==> src/rtl/ind_jump_seq_pkg.sv <==
package ind_jump_seq_pkg;
  typedef enum logic [2:0] {
    ST_IDLE = 3'd0,
    ST_OPC  = 3'd1,
    ST_LO   = 3'd2,
    ST_HI   = 3'd3,
    ST_P4   = 3'd4,
    ST_P5   = 3'd5,
    ST_P6   = 3'd6
  } step_t;
endpackage

==> src/rtl/ind_jump_seq_step.sv <==
module ind_jump_seq_step
  import ind_jump_seq_pkg::*;
#(
  parameter bit FIX_WRAP = 1'b0
) (
  input  logic  clk,
  input  logic  rst_n,
  input  logic  start_abs,
  input  logic  start_ind,
  output step_t step,
  output logic  ind,
  output logic  last
);
  always_comb begin
    last = 1'b0;
    if (step == ST_HI && !ind) last = 1'b1;
    if (step == ST_P5 && ind && !FIX_WRAP) last = 1'b1;
    if (step == ST_P6) last = 1'b1;
  end

  always_ff @(posedge clk or negedge rst_n) begin
    if (!rst_n) begin
      step <= ST_IDLE;
      ind  <= 1'b0;
    end else if (step == ST_IDLE) begin
      if (start_abs || start_ind) begin
        step <= ST_OPC;
        ind  <= start_ind;
      end
    end else if (last) begin
      step <= ST_IDLE;
    end else begin
      step <= step_t'(step + 3'd1);
    end
  end
endmodule

==> src/rtl/ind_jump_seq_latch.sv <==
module ind_jump_seq_latch
  import ind_jump_seq_pkg::*;
#(
  parameter bit FIX_WRAP = 1'b0,
  parameter int DATA_W   = 8,
  parameter int ADDR_W   = 2 * DATA_W
) (
  input  logic              clk,
  input  logic              rst_n,
  input  logic              take,
  input  logic [ADDR_W-1:0] pc_in,
  input  step_t             step,
  input  logic [DATA_W-1:0] rd_data,
  output logic [ADDR_W-1:0] pc_q,
  output logic [ADDR_W-1:0] ptr,
  output logic [DATA_W-1:0] tgt_lo
);
  localparam step_t RD1_STEP = FIX_WRAP ? ST_P5 : ST_P4;

  always_ff @(posedge clk or negedge rst_n) begin
    if (!rst_n) begin
      pc_q   <= '0;
      ptr    <= '0;
      tgt_lo <= '0;
    end else begin
      if (take) pc_q <= pc_in;
      if (step == ST_LO) ptr[DATA_W-1:0] <= rd_data;
      if (step == ST_HI) ptr[ADDR_W-1:DATA_W] <= rd_data;
      if (step == RD1_STEP) tgt_lo <= rd_data;
    end
  end
endmodule

==> src/rtl/ind_jump_seq_addr.sv <==
module ind_jump_seq_addr
  import ind_jump_seq_pkg::*;
#(
  parameter bit FIX_WRAP = 1'b0,
  parameter int DATA_W   = 8,
  parameter int ADDR_W   = 2 * DATA_W
) (
  input  step_t             step,
  input  logic [ADDR_W-1:0] pc_q,
  input  logic [ADDR_W-1:0] ptr,
  output logic [ADDR_W-1:0] addr,
  output logic              page_wrapped
);
  logic [ADDR_W-1:0] second;
  logic [ADDR_W-1:0] ptr_inc;

  assign ptr_inc = ptr + ADDR_W'(1);

  generate
    if (FIX_WRAP) begin : g_full_inc
      assign second = ptr_inc;
    end else begin : g_page_inc
      logic [DATA_W-1:0] lo_inc;
      assign lo_inc = ptr[DATA_W-1:0] + DATA_W'(1);
      assign second = {ptr[ADDR_W-1:DATA_W], lo_inc};
    end
  endgenerate

  assign page_wrapped = (second != ptr_inc);

  always_comb begin
    case (step)
      ST_OPC:  addr = pc_q;
      ST_LO:   addr = pc_q + ADDR_W'(1);
      ST_HI:   addr = pc_q + ADDR_W'(2);
      ST_P4:   addr = ptr;
      ST_P5:   addr = FIX_WRAP ? ptr : second;
      ST_P6:   addr = second;
      default: addr = '0;
    endcase
  end
endmodule

==> src/rtl/ind_jump_seq.sv <==
module ind_jump_seq
  import ind_jump_seq_pkg::*;
#(
  parameter bit       FIX_WRAP = 1'b0,
  parameter int       DATA_W   = 8,
  parameter int       ADDR_W   = 2 * DATA_W,
  parameter bit [7:0] OPC_ABS  = 8'h4C,
  parameter bit [7:0] OPC_IND  = 8'h6C
) (
  input  logic              clk,
  input  logic              rst_n,
  input  logic              op_valid,
  output logic              op_ready,
  input  logic [7:0]        op_code,
  input  logic [ADDR_W-1:0] pc_in,
  output logic [ADDR_W-1:0] addr,
  output logic              rd_en,
  input  logic [DATA_W-1:0] rd_data,
  output logic [ADDR_W-1:0] pc_out,
  output logic              pc_load,
  output logic              busy,
  output logic              wrap_hit
);
  step_t             step;
  logic              ind;
  logic              last;
  logic              take;
  logic [ADDR_W-1:0] pc_q;
  logic [ADDR_W-1:0] ptr;
  logic [DATA_W-1:0] tgt_lo;
  logic              page_wrapped;

  assign busy     = (step != ST_IDLE);
  assign op_ready = !busy;
  assign take     = op_valid && op_ready;
  assign rd_en    = busy;

  ind_jump_seq_step #(.FIX_WRAP(FIX_WRAP)) u_step (
    .clk       (clk),
    .rst_n     (rst_n),
    .start_abs (take && (op_code == OPC_ABS)),
    .start_ind (take && (op_code == OPC_IND)),
    .step      (step),
    .ind       (ind),
    .last      (last)
  );

  ind_jump_seq_latch #(.FIX_WRAP(FIX_WRAP), .DATA_W(DATA_W), .ADDR_W(ADDR_W)) u_latch (
    .clk     (clk),
    .rst_n   (rst_n),
    .take    (take),
    .pc_in   (pc_in),
    .step    (step),
    .rd_data (rd_data),
    .pc_q    (pc_q),
    .ptr     (ptr),
    .tgt_lo  (tgt_lo)
  );

  ind_jump_seq_addr #(.FIX_WRAP(FIX_WRAP), .DATA_W(DATA_W), .ADDR_W(ADDR_W)) u_addr (
    .step         (step),
    .pc_q         (pc_q),
    .ptr          (ptr),
    .addr         (addr),
    .page_wrapped (page_wrapped)
  );

  assign pc_load  = last;
  assign pc_out   = last ? {rd_data, (ind ? tgt_lo : ptr[DATA_W-1:0])} : '0;
  assign wrap_hit = last && ind && page_wrapped;
endmodule

==> config.mk <==
export PLATFORM = sky130hd
export DESIGN_NAME = ind_jump_seq
export DESIGN_NICKNAME = d
export VERILOG_FILES = /design/src/rtl/ind_jump_seq_pkg.sv /design/src/rtl/ind_jump_seq_step.sv /design/src/rtl/ind_jump_seq_latch.sv /design/src/rtl/ind_jump_seq_addr.sv /design/src/rtl/ind_jump_seq.sv
export SDC_FILE = /design/constraint.sdc
export NUM_CORES = 1
export LEC_CHECK = 0
export BUFFER_PORTS_ARGS = -buffer_cell sky130_fd_sc_hd__buf_2
export CORE_MARGIN = 5
export CORE_UTILIZATION = 45
export CTS_BUF_LIST = sky130_fd_sc_hd__clkbuf_4 sky130_fd_sc_hd__clkbuf_8
export CTS_CLUSTER_DIAMETER = 150
export DETAILED_ROUTE_END_ITERATION = 6
export PLACE_DENSITY = 0.68
export SKIP_CTS_REPAIR_TIMING = 1
export SYNTH_ARGS = -nofsm -noshare
export SYNTH_HDL_FRONTEND = slang
export SYNTH_SLANG_ARGS = --single-unit
==> constraint.sdc <==
create_clock -name clk -period 2.34 [get_ports clk]
set_clock_uncertainty 0.1 [all_clocks]
set_input_delay 0 -clock clk [delete_from_list [all_inputs] [get_ports clk]]
set_output_delay 0 -clock clk [all_outputs]
set_load 0.02 [all_outputs]
==> run_results.csv <==
group,metric,value,unit
power,switchingPower,3.00,mW
cells_and_area,n_antenna_cell,0,
critical_path,cp.arrival,2270,ps
min_path,holdCritPathClass,"in2reg",
power,pwr-share-comb,62.8,%
critical_path,critPathMaxStageDelay,440,ps
detailed_routing,drt_iter0_drc,339,
logic_synthesis,synth_top_area_cell,"dfrtp_1",
clock_tree,cts_buffers,5,
floorplanning,coreArea,6790,µm²
timing,fin_crit_sh,101,%
global_routing,grt_pass1_wl,15200,µm
timing,worst_slack,-29.1,ps
flow_run,maxCapViolCount,0,
detailed_routing,routedWlPerCell,17.7,µm
timing,worstMarginPinSlew,979,ps
logic_synthesis,ys_seq_area_share,35.1,%
timing,slew_headroom,34.7,%
floorplanning,die_area,8730,µm²
power,power.leakage,1.88,nW
placement,place_hpwl,7010,µm
timing,hold_viol,0,
cells_and_area,area_delta_synth_final,34.2,%
logic_synthesis,synth_area_leaders,"dfrtp_1 35%, nand2_1 7.8%, mux2_2 5.4%",
global_routing,antenna_found_initial,0,
critical_path,required,2240,ps
clock_tree,cts_root_buf,"clkbuf_8",
detailed_routing,antenna_left,0,
detailed_routing,viasPerCell,5.70,
clock_tree,htreeDepth,2,
floorplanning,start_util,46.1,%
detailed_routing,drc,0,
logic_synthesis,syn_inst,359,
floorplanning,die_y,93.5,µm
global_routing,grt_overflow,0,
power,p_int,3.14,mW
logic_synthesis,yosysWarnings,0,
global_routing,grt_pass1_vias,2927,
logic_synthesis,synth.avg_cell_area,8.73,µm²
power,clkPwrFrac,10.2,%
power,p_seq_share,26.9,%
placement,gp_congestion,0.890,
logic_synthesis,synth-edff-count,0,
power,ir_drop,0.908,mV
clock_tree,clockBufferDepth,2,
timing,tns,-52.9,ps
critical_path,worst_path_max_delay_cell,"dfrtp_1",
critical_path,worstSetupEndpointType,"output port",
timing,fmax,422,MHz
detailed_routing,wirelength,9910,µm
clock_tree,cts.sinks,44,
global_routing,track_usage,22.1,%
logic_synthesis,syn_nets,403,
clock_tree,clk-insertion-delay-late,310,ps
critical_path,r2r_slack,210,ps
outcome,status,"finished, violations left",
timing,rsz0062_at_grt,"yes",
cells_and_area,layout.nets,508,
clock_tree,clk_pin_slew,100,ps
logic_synthesis,yosysUniqueCellTypes,58,
critical_path,cp_max_fo,10,
critical_path,path_cells,"ha_2 -> ha_4 -> buf_12 -> a221o_1 -> a222oi_1 -> o31ai_1 -> buf_2",
timing,whs,34.8,ps
cells_and_area,drive_gt1_share,32.5,%
critical_path,start_kind,"register",
cells_and_area,final_core_util,61.9,%
timing,slew_viol_final,0,
cells_and_area,fillerInstances,606,
floorplanning,fp.dieW,93.5,µm
detailed_routing,vias,3196,
floorplanning,ios,72,
power,switching_share,48.8,%
logic_synthesis,syn_area,3130,µm²
logic_synthesis,synth_top_area_share,35.1,%
detailed_routing,dr.pass1.iters,5,
clock_tree,cts_tree,"built",
critical_path,critPathKind,"reg2out",
placement,port_buffers,71,
power,power.density,1460,nW/µm²
logic_synthesis,async_flop_share,100,%
timing,min_period,2370,ps
timing,final-setup-viol-count,3,
global_routing,grt_max_degree,45,
floorplanning,row_count,30,
logic_synthesis,synth_seq_cells,44,
logic_synthesis,ys.flop_type,"dfrtp_1",
outcome,violations,"negative setup slack",
==> placed cells by master, fill, tap and decap left out, types with 4 or more instances in the layout <==
master / n
nor2_1: 13
mux2_2: 15
xnor2_1: 9
buf_4: 27
nor4_1: 4
o21ai_0: 10
o31ai_1: 4
nand4_1: 10
nand2b_1: 4
inv_1: 8
nor3_1: 4
mux2_1: 11
nand2_1: 65
and2_1: 8
clkbuf_8: 5
o211ai_1: 7
o21ai_1: 4
dlygate4sd3_1: 27
inv_2: 4
nand3_1: 15
mux2i_1: 11
buf_2: 70
a21oi_1: 8
a222oi_1: 4
dfrtp_1: 41
==> synthesized netlist by cell type, types with 3 or more instances <==
| cell type | n |
|---|---|
| nand2_1 | 65 |
| dfrtp_1 | 44 |
| mux2_2 | 15 |
| nand3_1 | 15 |
| clkbuf_1 | 14 |
| nor2_1 | 13 |
| inv_1 | 11 |
| mux2_1 | 11 |
| mux2i_1 | 11 |
| o21ai_0 | 11 |
| and2_1 | 10 |
| nand4_1 | 10 |
| ha_1 | 9 |
| xnor2_1 | 9 |
| a21oi_1 | 8 |
| buf_2 | 8 |
| o211ai_1 | 7 |
| and4_1 | 5 |
| buf_1 | 5 |
| nand2b_1 | 5 |
| nor3_1 | 5 |
| a222oi_1 | 4 |
| nor4_1 | 4 |
| o21ai_1 | 4 |
| o31ai_1 | 4 |
| a221oi_1 | 3 |
| a22oi_1 | 3 |
| a31oi_1 | 3 |
==> path summary, 6_finish.rpt <==
kind | start | to | depth (start not counted)
hold reg to reg | u_latch.tgt_lo[6]$_DFFE_PN0N_ | u_latch.tgt_lo[6]$_DFFE_PN0N_ | 2
hold / removal | op_code[2] | u_step.ind$_DFFE_PN0P_ | 4
setup / recovery | u_step.step[1]$_DFFE_PN0P_ | addr[4] | 7
max in group asynchronous | rst_n | u_latch.pc_q[1]$_DFFE_PN0P_ | 2
min in group asynchronous | rst_n | u_step.ind$_DFFE_PN0P_ | 2
setup reg to reg | u_step.step[1]$_DFFE_PN0P_ | u_step.ind$_DFFE_PN0P_ | 6
==> flip-flops by register name, summed over array words and instances (netlist names) <==
signal	count
u_latch.pc_q	16
u_latch.ptr	16
u_latch.tgt_lo	8
u_step.ind	1
u_step.step	3
==> cells by family after synthesis <==
logic type	Yosys count	share of synthesized area (%)
compound gates	73	17.0
xor+xnor	11	3.07
fa+ha+maj	9	3.59
buf+inv	42	5.95
flops	44	35.1
mux	37	12.9
simple gates	143	22.4
==> power by group through the flow <==
stage | registers [mW] | clock network (mW) | logic [mW]
after floorplan | 1.43 | 0 | 2.52
after global placement | 1.64 | 0 | 3.45
after detailed placement | 1.65 | 0 | 3.48
after CTS | 1.63 | 0.633 | 3.50
after global routing | 1.72 | 0.656 | 4.19
final | 1.65 | 0.628 | 3.86
==> critical path, delay by kind of cell (launching register included) <==
family                   cells  cell delay, ps
AO/OA/AOI/OAI                3             790
flip-flops                   1             440
adder cells (fa/ha/maj)      2             410
buffers and inverters        2             300
==> per-layer routing <==
metal | wire length [µm] | global-route usage, % | vias up
met3 | 542 | 3.06 | 16
met2 | 4910 | 35.8 | 114
met1 | 4320 | 30.7 | 1563
li1 | - | - | 1503
met5 | 0 | 0 | -
met4 | 136 | 6.11 | 0
==> metrics by stage <==
stage	cell area, µm²	cells	setup WS, ps	power [mW]
2_1_floorplan	3130	359	80.5	3.95
6_report	4210	561	-29.1	6.14
4_1_cts	3760	528	-205	5.77
3_3_place_gp	3650	520	235	5.08
3_5_place_dp	3650	520	147	5.13
5_1_grt	4210	561	-88.4	6.56
==> final cells by class <==
type | instances | area, µm² | share of cell area (%)
clock buffer | 5 | 68.8 | 1.64
clock inverter | 3 | 46.3 | 1.10
inverter | 12 | 45.0 | 1.07
multi-input combinational | 273 | 1940 | 46.2
sequential | 44 | 1100 | 26.3
tap | 96 | 120 | 2.86
timing repair buffer | 128 | 877 | 20.9
Power figures use the tool's default switching activity.
